==> config.mk <==
export PLATFORM = sky130hd
export DESIGN_NAME = frame_sync_monitor
export DESIGN_NICKNAME = d
export VERILOG_FILES = /design/src/rtl/lsm_pkg.sv /design/src/rtl/lsm_edge_detect.sv /design/src/rtl/lsm_period_timer.sv /design/src/rtl/lsm_sync_fsm.sv /design/src/rtl/frame_sync_monitor.sv
export SDC_FILE = /design/constraint.sdc
export NUM_CORES = 1
export LEC_CHECK = 0
export ABC_AREA = 1
export CAP_MARGIN = 15
export CORE_MARGIN = 2
export CORE_UTILIZATION = 25
export DETAILED_ROUTE_END_ITERATION = 10
export GPL_TIMING_DRIVEN = 0
export HOLD_SLACK_MARGIN = 0.12
export PLACE_DENSITY_LB_ADDON = 0.3
export SETUP_SLACK_MARGIN = 0.3
export SYNTH_ARGS = -nofsm -noshare
export SYNTH_HDL_FRONTEND = slang
export SYNTH_SLANG_ARGS = --single-unit
==> constraint.sdc <==
create_clock -name clk -period 1.9 [get_ports clk]
set_input_delay 0.57 -clock clk [delete_from_list [all_inputs] [get_ports clk]]
set_output_delay 0.57 -clock clk [all_outputs]
set_load 0.005 [all_outputs]
==> src/rtl/lsm_pkg.sv <==
package lsm_pkg;

   typedef enum logic {
      SYNC_OFF = 1'b0,
      SYNC_ON  = 1'b1
   } sync_state_e;

   // Clock cycles per frame: eight bits per slot, doubled in double rate mode.
   function automatic int unsigned frame_cycles(input int unsigned slots, input bit dbl);
      return dbl ? slots * 16 : slots * 8;
   endfunction

endpackage

==> src/rtl/lsm_edge_detect.sv <==
module lsm_edge_detect (
   input  logic clk,
   input  logic rst_n,
   input  logic level_i,
   output logic rise_o
);

   logic level_q;

   always_ff @(posedge clk or negedge rst_n) begin
      if (!rst_n) level_q <= 1'b0;
      else        level_q <= level_i;
   end

   assign rise_o = level_i & ~level_q;

endmodule

==> src/rtl/lsm_period_timer.sv <==
module lsm_period_timer #(
   parameter int unsigned SLOT_W = 8,
   parameter int unsigned CNT_W  = SLOT_W + 4
) (
   input  logic              clk,
   input  logic              rst_n,
   input  logic              rise_i,
   input  logic [SLOT_W-1:0] slots_i,
   input  logic              dbl_rate_i,
   output logic              good_o,
   output logic              bad_o
);

   localparam logic [CNT_W-1:0] CNT_MAX = '1;

   generate
      if (CNT_W < SLOT_W + 4) begin : g_width_chk
         $error("lsm_period_timer: CNT_W too small for SLOT_W");
      end
   endgenerate

   logic [CNT_W-1:0] cnt_q;
   logic [CNT_W-1:0] target;
   logic             armed_q;
   logic             overrun;
   logic             at_edge_ok;

   assign target     = dbl_rate_i ? (CNT_W'(slots_i) << 4) : (CNT_W'(slots_i) << 3);
   assign overrun    = armed_q & ~rise_i & (cnt_q >= target);
   assign at_edge_ok = cnt_q == target;
   assign good_o     = rise_i & armed_q & at_edge_ok;
   assign bad_o      = (rise_i & armed_q & ~at_edge_ok) | overrun;

   always_ff @(posedge clk or negedge rst_n) begin
      if (!rst_n) begin
         cnt_q   <= '0;
         armed_q <= 1'b0;
      end else if (rise_i) begin
         cnt_q   <= CNT_W'(1);
         armed_q <= 1'b1;
      end else begin
         if (cnt_q != CNT_MAX) cnt_q <= cnt_q + 1'b1;
         if (overrun)          armed_q <= 1'b0;
      end
   end

   AST_GOOD_BAD_EXCL: assert property (@(posedge clk) disable iff (!rst_n)
      $onehot0({good_o, bad_o}));
   AST_EDGE_RESTART: assert property (@(posedge clk) disable iff (!rst_n)
      rise_i |=> (cnt_q == CNT_W'(1)));
   AST_LATE_DISARM: assert property (@(posedge clk) disable iff (!rst_n)
      (bad_o && !rise_i) |=> !bad_o);

endmodule

==> src/rtl/lsm_sync_fsm.sv <==
module lsm_sync_fsm
   import lsm_pkg::*;
#(
   parameter int unsigned GAIN_FRAMES = 2
) (
   input  logic clk,
   input  logic rst_n,
   input  logic good_i,
   input  logic bad_i,
   output logic in_sync_o,
   output logic irq_o
);

   localparam int unsigned GCNT_W = (GAIN_FRAMES > 1) ? $clog2(GAIN_FRAMES) : 1;

   sync_state_e state_q, state_nx;
   logic        gain_now;

   generate
      if (GAIN_FRAMES < 1) begin : g_gain_chk
         $error("lsm_sync_fsm: GAIN_FRAMES must be at least 1");
      end
      if (GAIN_FRAMES == 1) begin : g_gain_single
         assign gain_now = good_i;
      end else begin : g_gain_count
         logic [GCNT_W-1:0] gcnt_q;
         always_ff @(posedge clk or negedge rst_n) begin
            if (!rst_n)                          gcnt_q <= '0;
            else if (bad_i || state_q == SYNC_ON) gcnt_q <= '0;
            else if (good_i)                     gcnt_q <= gain_now ? '0 : gcnt_q + 1'b1;
         end
         assign gain_now = good_i && (gcnt_q == GCNT_W'(GAIN_FRAMES - 1));
      end
   endgenerate

   always_comb begin
      state_nx = state_q;
      case (state_q)
         SYNC_OFF: if (gain_now) state_nx = SYNC_ON;
         SYNC_ON:  if (bad_i)    state_nx = SYNC_OFF;
         default:                state_nx = SYNC_OFF;
      endcase
   end

   always_ff @(posedge clk or negedge rst_n) begin
      if (!rst_n) begin
         state_q <= SYNC_OFF;
         irq_o   <= 1'b0;
      end else begin
         state_q <= state_nx;
         irq_o   <= state_nx != state_q;
      end
   end

   assign in_sync_o = state_q == SYNC_ON;

   AST_IRQ_ONE_CYCLE: assert property (@(posedge clk) disable iff (!rst_n)
      irq_o |=> !irq_o);
   AST_RISE_NEEDS_GOOD: assert property (@(posedge clk) disable iff (!rst_n)
      (!in_sync_o && !good_i) |=> !in_sync_o);
   AST_BAD_DROPS: assert property (@(posedge clk) disable iff (!rst_n)
      bad_i |=> !in_sync_o);
   AST_CHANGE_HAS_IRQ: assert property (@(posedge clk) disable iff (!rst_n)
      (in_sync_o != $past(in_sync_o)) |-> irq_o);

endmodule

==> src/rtl/frame_sync_monitor.sv <==
module frame_sync_monitor #(
   parameter int unsigned MAX_SLOTS   = 128,
   parameter int unsigned GAIN_FRAMES = 2,
   parameter int unsigned SLOT_W      = $clog2(MAX_SLOTS + 1)
) (
   input  logic              clk,
   input  logic              rst_n,
   input  logic              frame_i,
   input  logic [SLOT_W-1:0] slots_i,
   input  logic              dbl_rate_i,
   output logic              in_sync_o,
   output logic              irq_o
);

   localparam int unsigned CNT_W = SLOT_W + 4;

   generate
      if (MAX_SLOTS < 4) begin : g_slots_chk
         $error("frame_sync_monitor: MAX_SLOTS must be at least 4");
      end
   endgenerate

   logic frame_rise;
   logic period_good;
   logic period_bad;

   lsm_edge_detect u_edge (
      .clk     (clk),
      .rst_n   (rst_n),
      .level_i (frame_i),
      .rise_o  (frame_rise)
   );

   lsm_period_timer #(
      .SLOT_W (SLOT_W),
      .CNT_W  (CNT_W)
   ) u_timer (
      .clk        (clk),
      .rst_n      (rst_n),
      .rise_i     (frame_rise),
      .slots_i    (slots_i),
      .dbl_rate_i (dbl_rate_i),
      .good_o     (period_good),
      .bad_o      (period_bad)
   );

   lsm_sync_fsm #(
      .GAIN_FRAMES (GAIN_FRAMES)
   ) u_fsm (
      .clk       (clk),
      .rst_n     (rst_n),
      .good_i    (period_good),
      .bad_i     (period_bad),
      .in_sync_o (in_sync_o),
      .irq_o     (irq_o)
   );

   AST_RESET_QUIET: assert property (@(posedge clk)
      !rst_n |=> (!in_sync_o && !irq_o));

endmodule

# Word-level counts from Yosys, hierarchy flattened
# Cells that the tools add are included.
word_totals:
  register_bits: 17
  mem_bits_rw: 0
  word_cells: 39
  n_memories: 0
  mem_bits_ro: 0
  latch_bits: 0
  out_inout_bits: 2
  inputBits: 12
op_classes:
  addsub: 2
  magnitude_cmp: 1
  shift: 0
  n_reduce_logical: 5
  multipliers: 0
  n_mux: 11
  n_eq_ne: 3
  bitwise_logic: 11
  div_mod_pow: 0
ops:
  columns: ["operator", "n"]
  rows:
  - ["$mux W12", 3]
  - ["$add A12 B1 Y12 const B", 1]
  - ["$eq A12 B12 Y1", 1]
  - ["$ge A12 B12 Y1", 1]
  - ["$ne A12 B12 Y1 const B", 1]
  - ["$mux W1", 7]
  - ["$and A1 B1 Y1", 6]
  - ["$reduce_bool A2 Y1", 3]
  - ["$not A1 Y1", 4]
  - ["$pmux W1 S2", 1]
  - ["$add A1 B1 Y1 const B", 1]
  - ["$logic_and A1 B1 Y1", 1]
  - ["$logic_or A1 B1 Y1", 1]
  - ["$ne A1 B1 Y1", 1]
  - ["$or A1 B1 Y1", 1]

# Depth between registers and ports, before layout
logic_depth:
  ltp_word: 9
  depth_mapped: 14
  mapped_depth_nobuf: 13

# Hierarchy
# A second synthesis with hierarchy kept.
hier_totals:
  hier_cells: 171
  hier_area_um2: 1285.0
by_module_without_submodules:
  columns: ["mod", "cells_per_inst", "seq_area_each_um2", "instances", "area_per_inst_um2"]
  rows:
  - ["lsm_period_timer", 156, 325.3, 1, 1136.1]
  - ["lsm_sync_fsm", 12, 75.1, 1, 113.9]
  - ["lsm_edge_detect", 3, 25.0, 1, 35.0]

# Least setup slack after synthesis
# No wires, ideal clock.
synth_timing:
  path_kind: "in2reg"
  start: "input dbl_rate_i"
  end: "register u_fsm.g_gain_count.gcnt_q"
  n_path_buf: 2
  required_time_ps: 1829
  setup_ps: 71
  arrival_time_ps: 1986
  stages: 12
  path_slack_ps: -157
  cell_sequence: "clkbuf_1 buf_2 o21ai_0 ha_1 nand2_1 nor2_2 nand2_1 nor2_2 nand2_1 nand2_1 nand3_1 nor2_1"
synth_via:
  elab_chain_cells: 7
  elab_cells_between_ends: 14
  classes_between: "order compare (1); eq/ne (1); mux (4); bitwise (5); reduce/logical (3)"
synth_rtl:
  columns: ["element", "line_no", "source"]
  rows:
  - ["from (decl)", "frame_sync_monitor.sv:10", "input logic dbl_rate_i,"]
  - ["$mux W12 *", "lsm_period_timer.sv:28", "assign target = dbl_rate_i ? (CNT_W'(slots_i) << 4) : (CNT_W'(slots_i) << 3);"]
  - ["parallel branches: the longest is 6 deep, another holds $ge A12 B12 Y1", null, null]
  - ["to (signal assigned)", "lsm_sync_fsm.sv:30", "else if (good_i) gcnt_q <= gain_now ? '0 : gcnt_q + 1'b1;"]
  - ["to (decl)", "lsm_sync_fsm.sv:26", "logic [GCNT_W-1:0] gcnt_q;"]
# Every way passes the cells marked *. The select of a mux whose other input is x is not followed.
# A chain may end at the register's enable or synchronous reset.

# Worst setup path after layout
layout_timing:
  start: "input dbl_rate_i"
  end: "register u_fsm.irq_o"
layout_via:
  elab_chain_cells: 8
  elab_cells_between_ends: 13
  classes_between: "order compare (1); eq/ne (2); mux (4); bitwise (5); reduce/logical (1)"
layout_rtl:
  columns: ["element", "line_no", "source"]
  rows:
  - ["$mux W12 *", "lsm_period_timer.sv:28", null]
  - ["parallel branches: the longest is 5 deep, another holds $ge A12 B12 Y1", null, null]
  - ["$pmux W1 S2 *", "lsm_sync_fsm.sv:38", "case (state_q)"]
  - ["$ne A1 B1 Y1 *", "lsm_sync_fsm.sv:51", "irq_o <= state_nx != state_q;"]
  - ["to (signal assigned)", "lsm_sync_fsm.sv:51", null]
  - ["to (decl)", "lsm_sync_fsm.sv:11", "output logic irq_o"]
# Every way passes the cells marked *.

==> metrics.md <==
| Metric | Value |
|---|---|
| Via-to-Cell Ratio | roughly 4.5 |
| Peak supply drop | 0.241 mV |
| Critical-path cell list | clkbuf_16 -> buf_4 -> a21oi_1 -> ha_1 -> nand2_2 -> nor2_4 -> buf_4 -> nand2_2 -> nand4_1 -> nand3_1 -> nand2_1 |
| Row count | 26 |
| Hold Crit Endpoint | u_timer.cnt_q[10] |
| Dpl hpwl | 2.12 mm |
| Wire per inst | 11.4 um |
| Post-Syn Area | approximately 1300 um2 |
| Post-route clock skew | 0.00273 ns |
| Sinks on Clock Net | 17 |
| Vias in the first global route | between 1000 and 1500 |
| Pre-CTS setup slack | -0.411 ns |
| Fin nets | between 200 and 250 |
| FFs w/ async S/R, synth | 100% |
| DRT antenna net count | 0 |
| GPL Wtd Cong | 0.776 |
| First-pass GRT wire length | 5.01 mm |
| Max-cap viol count | 0 |
| Commonest cells post-synth | nand2_1 (39), inv_1 (23), dfrtp_1 (17), nand3_1 (12) |
| Unique masters post-synth | 30 |
| Cells on worst reg2reg path | 8 |
| Synth warn | 0 |
| Antenna Cells | 0 |
| # IOs | 14 |
| CP Data Required Time | about 2.0 ns |
| Final Critical Period | approximately 1.7 ns |
| Die ar. | between 5000 and 6000 um2 |
| Post-synthesis sequential area ratio | 32.9% |
| Startpoint Class | input port |
| P&R area growth vs syn | 34.2% |
| Syn_area_per_cell | around 7.7 um2 |
| CTS H-Tree Depth | 1 |
| Status | finished clean |
| CP delay by family, top | simple AND/OR/NAND/NOR gates |
| Fillers | ~530 |
| Fin. max-slew vios | 0 |
| Final setup violation count | 0 |
| Post-Syn Instances | 169 |
| Actual slew at the worst max-slew pin | roughly 0.77 ns |
| R2r setup slk | 0.33 ns |
| GR Overflow Total | 0 |
| Initial Util | around 26% |
| Synth area leader | dfrtp_1 |
| Critical path type | input port to flop |
| Initial DRC count | 34 |
| Clk pin slew, worst setup/hold paths | ~0.070 ns |
| Pin count of the biggest net entering global routing | 18 |
| Hold Crit Class | flop to flop |
| Worst relative slew slack | about half |
| Die Y | around 76 um |
| Max Clock Freq | ~570 MHz |
| Final setup margin | 0.150 ns |
| CTS buffer count | 3 |
| Total power | 0.997 mW |
| Post-synth EDFFs | 0 |
| Number of detailed-route iterations in the first pass | 4 |
| DR DRC count | 0 |
| Synth Flop Type | dfrtp_1 |
| Share of the synthesized area in the top cell type | about a third |
| Worst-path fanout max | 6 |
| Clk buf depth | 2 |
| Routed WL | slightly below 3 mm |
| Buffer and inverter count on the worst path | 3 |
| Critical R2R Capture | u_fsm.irq_o |
| CTS Root Cell | clkbuf_8 |
| CTS tree | done |
| CP max-delay cell | ha_1 |
| RSZ-0062 raised after global routing | true |
| Total GRT Usage | 10.5% |
| #FFs+latches synth | 17 |
| Share of cells above drive strength 1 | 29.8% |
| Post-layout util | between 30 and 40% |
| Via count | around 1200 |
| Most frequent cell after synthesis | nand2_1 |
| CP endpoint kind | flop |
| Worst path max stage delay | between 0.2 and 0.3 ns |
| Pleak | between 0.8 and 0.9 nW |
| Worst EP arrival | between 1.5 and 2 ns |
| Hold Violations, Final | 0 |
| Hold Path Origin | u_timer.cnt_q[10] |
| Worst flop-to-flop path startpoint | u_timer.cnt_q[11] |
| Hold path depth | 1 |
| Syn nets | 192 |
| Power Density | ~570 nW/um2 |
| Antenna violations before repair | 0 |
| Core region area | approximately 5000 um2 |
| I/O Buffers | 12 |
| Clock latency on the worst-skew pair | approximately 0.25 ns |
| Die Wd | 76.0 um |
| Synth top area cells | dfrtp_1 (33%), nand2_1 (11%), ha_1 (11%) |
| Tcrit/Tclk final | between 90% and 100% |
==> per-layer routing <==
metal	GRT usage [%]	vias up	part of all wire, %
met5	0	-	0
met3	1.30	2	2.2
met2	18.6	15	47
li1	-	605	-
met4	2.73	0	0.67
met1	13.6	540	50
==> stage by stage <==
step / std cells / hold WS [ns] / instance area [um2] / setup TNS [ns]
after floorplan: 169 / 0.274 / 1310 / -0.0482
after global placement: 251 / 0.544 / 1520 / -1.87
after detailed placement: 251 / 0.540 / 1520 / -2.09
after CTS: 260 / 0.550 / 1640 / 0
after global routing: 261 / 0.572 / 1740 / 0
final: 261 / 0.549 / 1740 / 0
==> logic make-up after synthesis <==
group | Yosys count | share of synthesized area [%]
and+or+nand+nor | 86 | 34.0
buffers and inverters | 27 | 8.50
AOI/OAI and AO/OA | 24 | 11.1
DFF | 17 | 32.9
adders and majority gates | 11 | 10.6
xor gates and xnor gates | 2 | 1.35
muxes | 2 | 1.55
==> worst reg2reg max path, stage by stage (launching register included) <==
cell and delay, ns:
dfrtp_1 0.43, ha_1 0.33, nand2_2 0.08, nor2_4 0.16
nand2_2 0.08, nor2_4 0.15, a21oi_2 0.07, nand3_1 0.08
nand2_1 0.07
==> worst max path at each step <==
stage	from	end	slack, ns	cells past startpoint
3_5_place_dp	slots_i[5]	u_fsm.irq_o	-0.41	12
4_1_cts	dbl_rate_i	u_fsm.irq_o	0.15	12
3_3_place_gp	slots_i[5]	u_fsm.irq_o	-0.41	12
2_1_floorplan	dbl_rate_i	u_fsm.g_gain_count.gcnt_q	-0.03	12
6_report	dbl_rate_i	u_fsm.irq_o	0.15	11
5_1_grt	dbl_rate_i	u_fsm.g_gain_count.gcnt_q	0.04	13
==> state kept, by name, summed over array words and instances, names as in the netlist <==
signal	cells
u_edge.level_q	1
u_fsm.in_sync_o	1
u_fsm.g_gain_count.gcnt_q	1
u_fsm.irq_o	1
u_timer.armed_q	1
u_timer.cnt_q	12
==> cell usage in the layout (no fill, tap or decap), types with 4 or more instances in the layout <==
master / count
nor2_1: 11
o21ai_2: 6
nand2_2: 16
ha_1: 10
dfrtp_1: 17
clkdlybuf4s15_1: 5
dlygate4sd2_1: 5
nand4_1: 5
nand3_1: 9
inv_1: 21
buf_4: 4
nand2_1: 27
nand3_2: 4
o21ai_0: 4
a21oi_1: 4
nor2_4: 5
==> timing repair <==
item / CTS / global route
pin swaps: 21 / 12
hold buffers: 0 / 0
buffers inserted: 3 / 1
setup endpoints to repair: 16 / 10
resized for setup: 24 / 24
cloned: 2 / 0
==> power breakdown <==
part | total (mW) | internal (mW) | switching (mW)
combinational | 0.274 | 0.116 | 0.158
sequential | 0.451 | 0.401 | 0.0506
clock | 0.272 | 0.145 | 0.127
total | 0.997 | 0.662 | 0.335
==> area by class of cell <==
cell class,instances,area (um2),share of cell area [%]
Clock buffer,3,41.3,2.38
Buffer,3,51.3,2.95
Inverter,24,90.1,5.18
Tap cell,70,87.6,5.04
Multi-Input combinational cell,126,882,50.8
Sequential cell,17,425,24.5
Timing Repair Buffer,17,155,8.93
Clock inverter,1,5.00,0.288
Note: power is estimated with default switching activity, not from simulation.
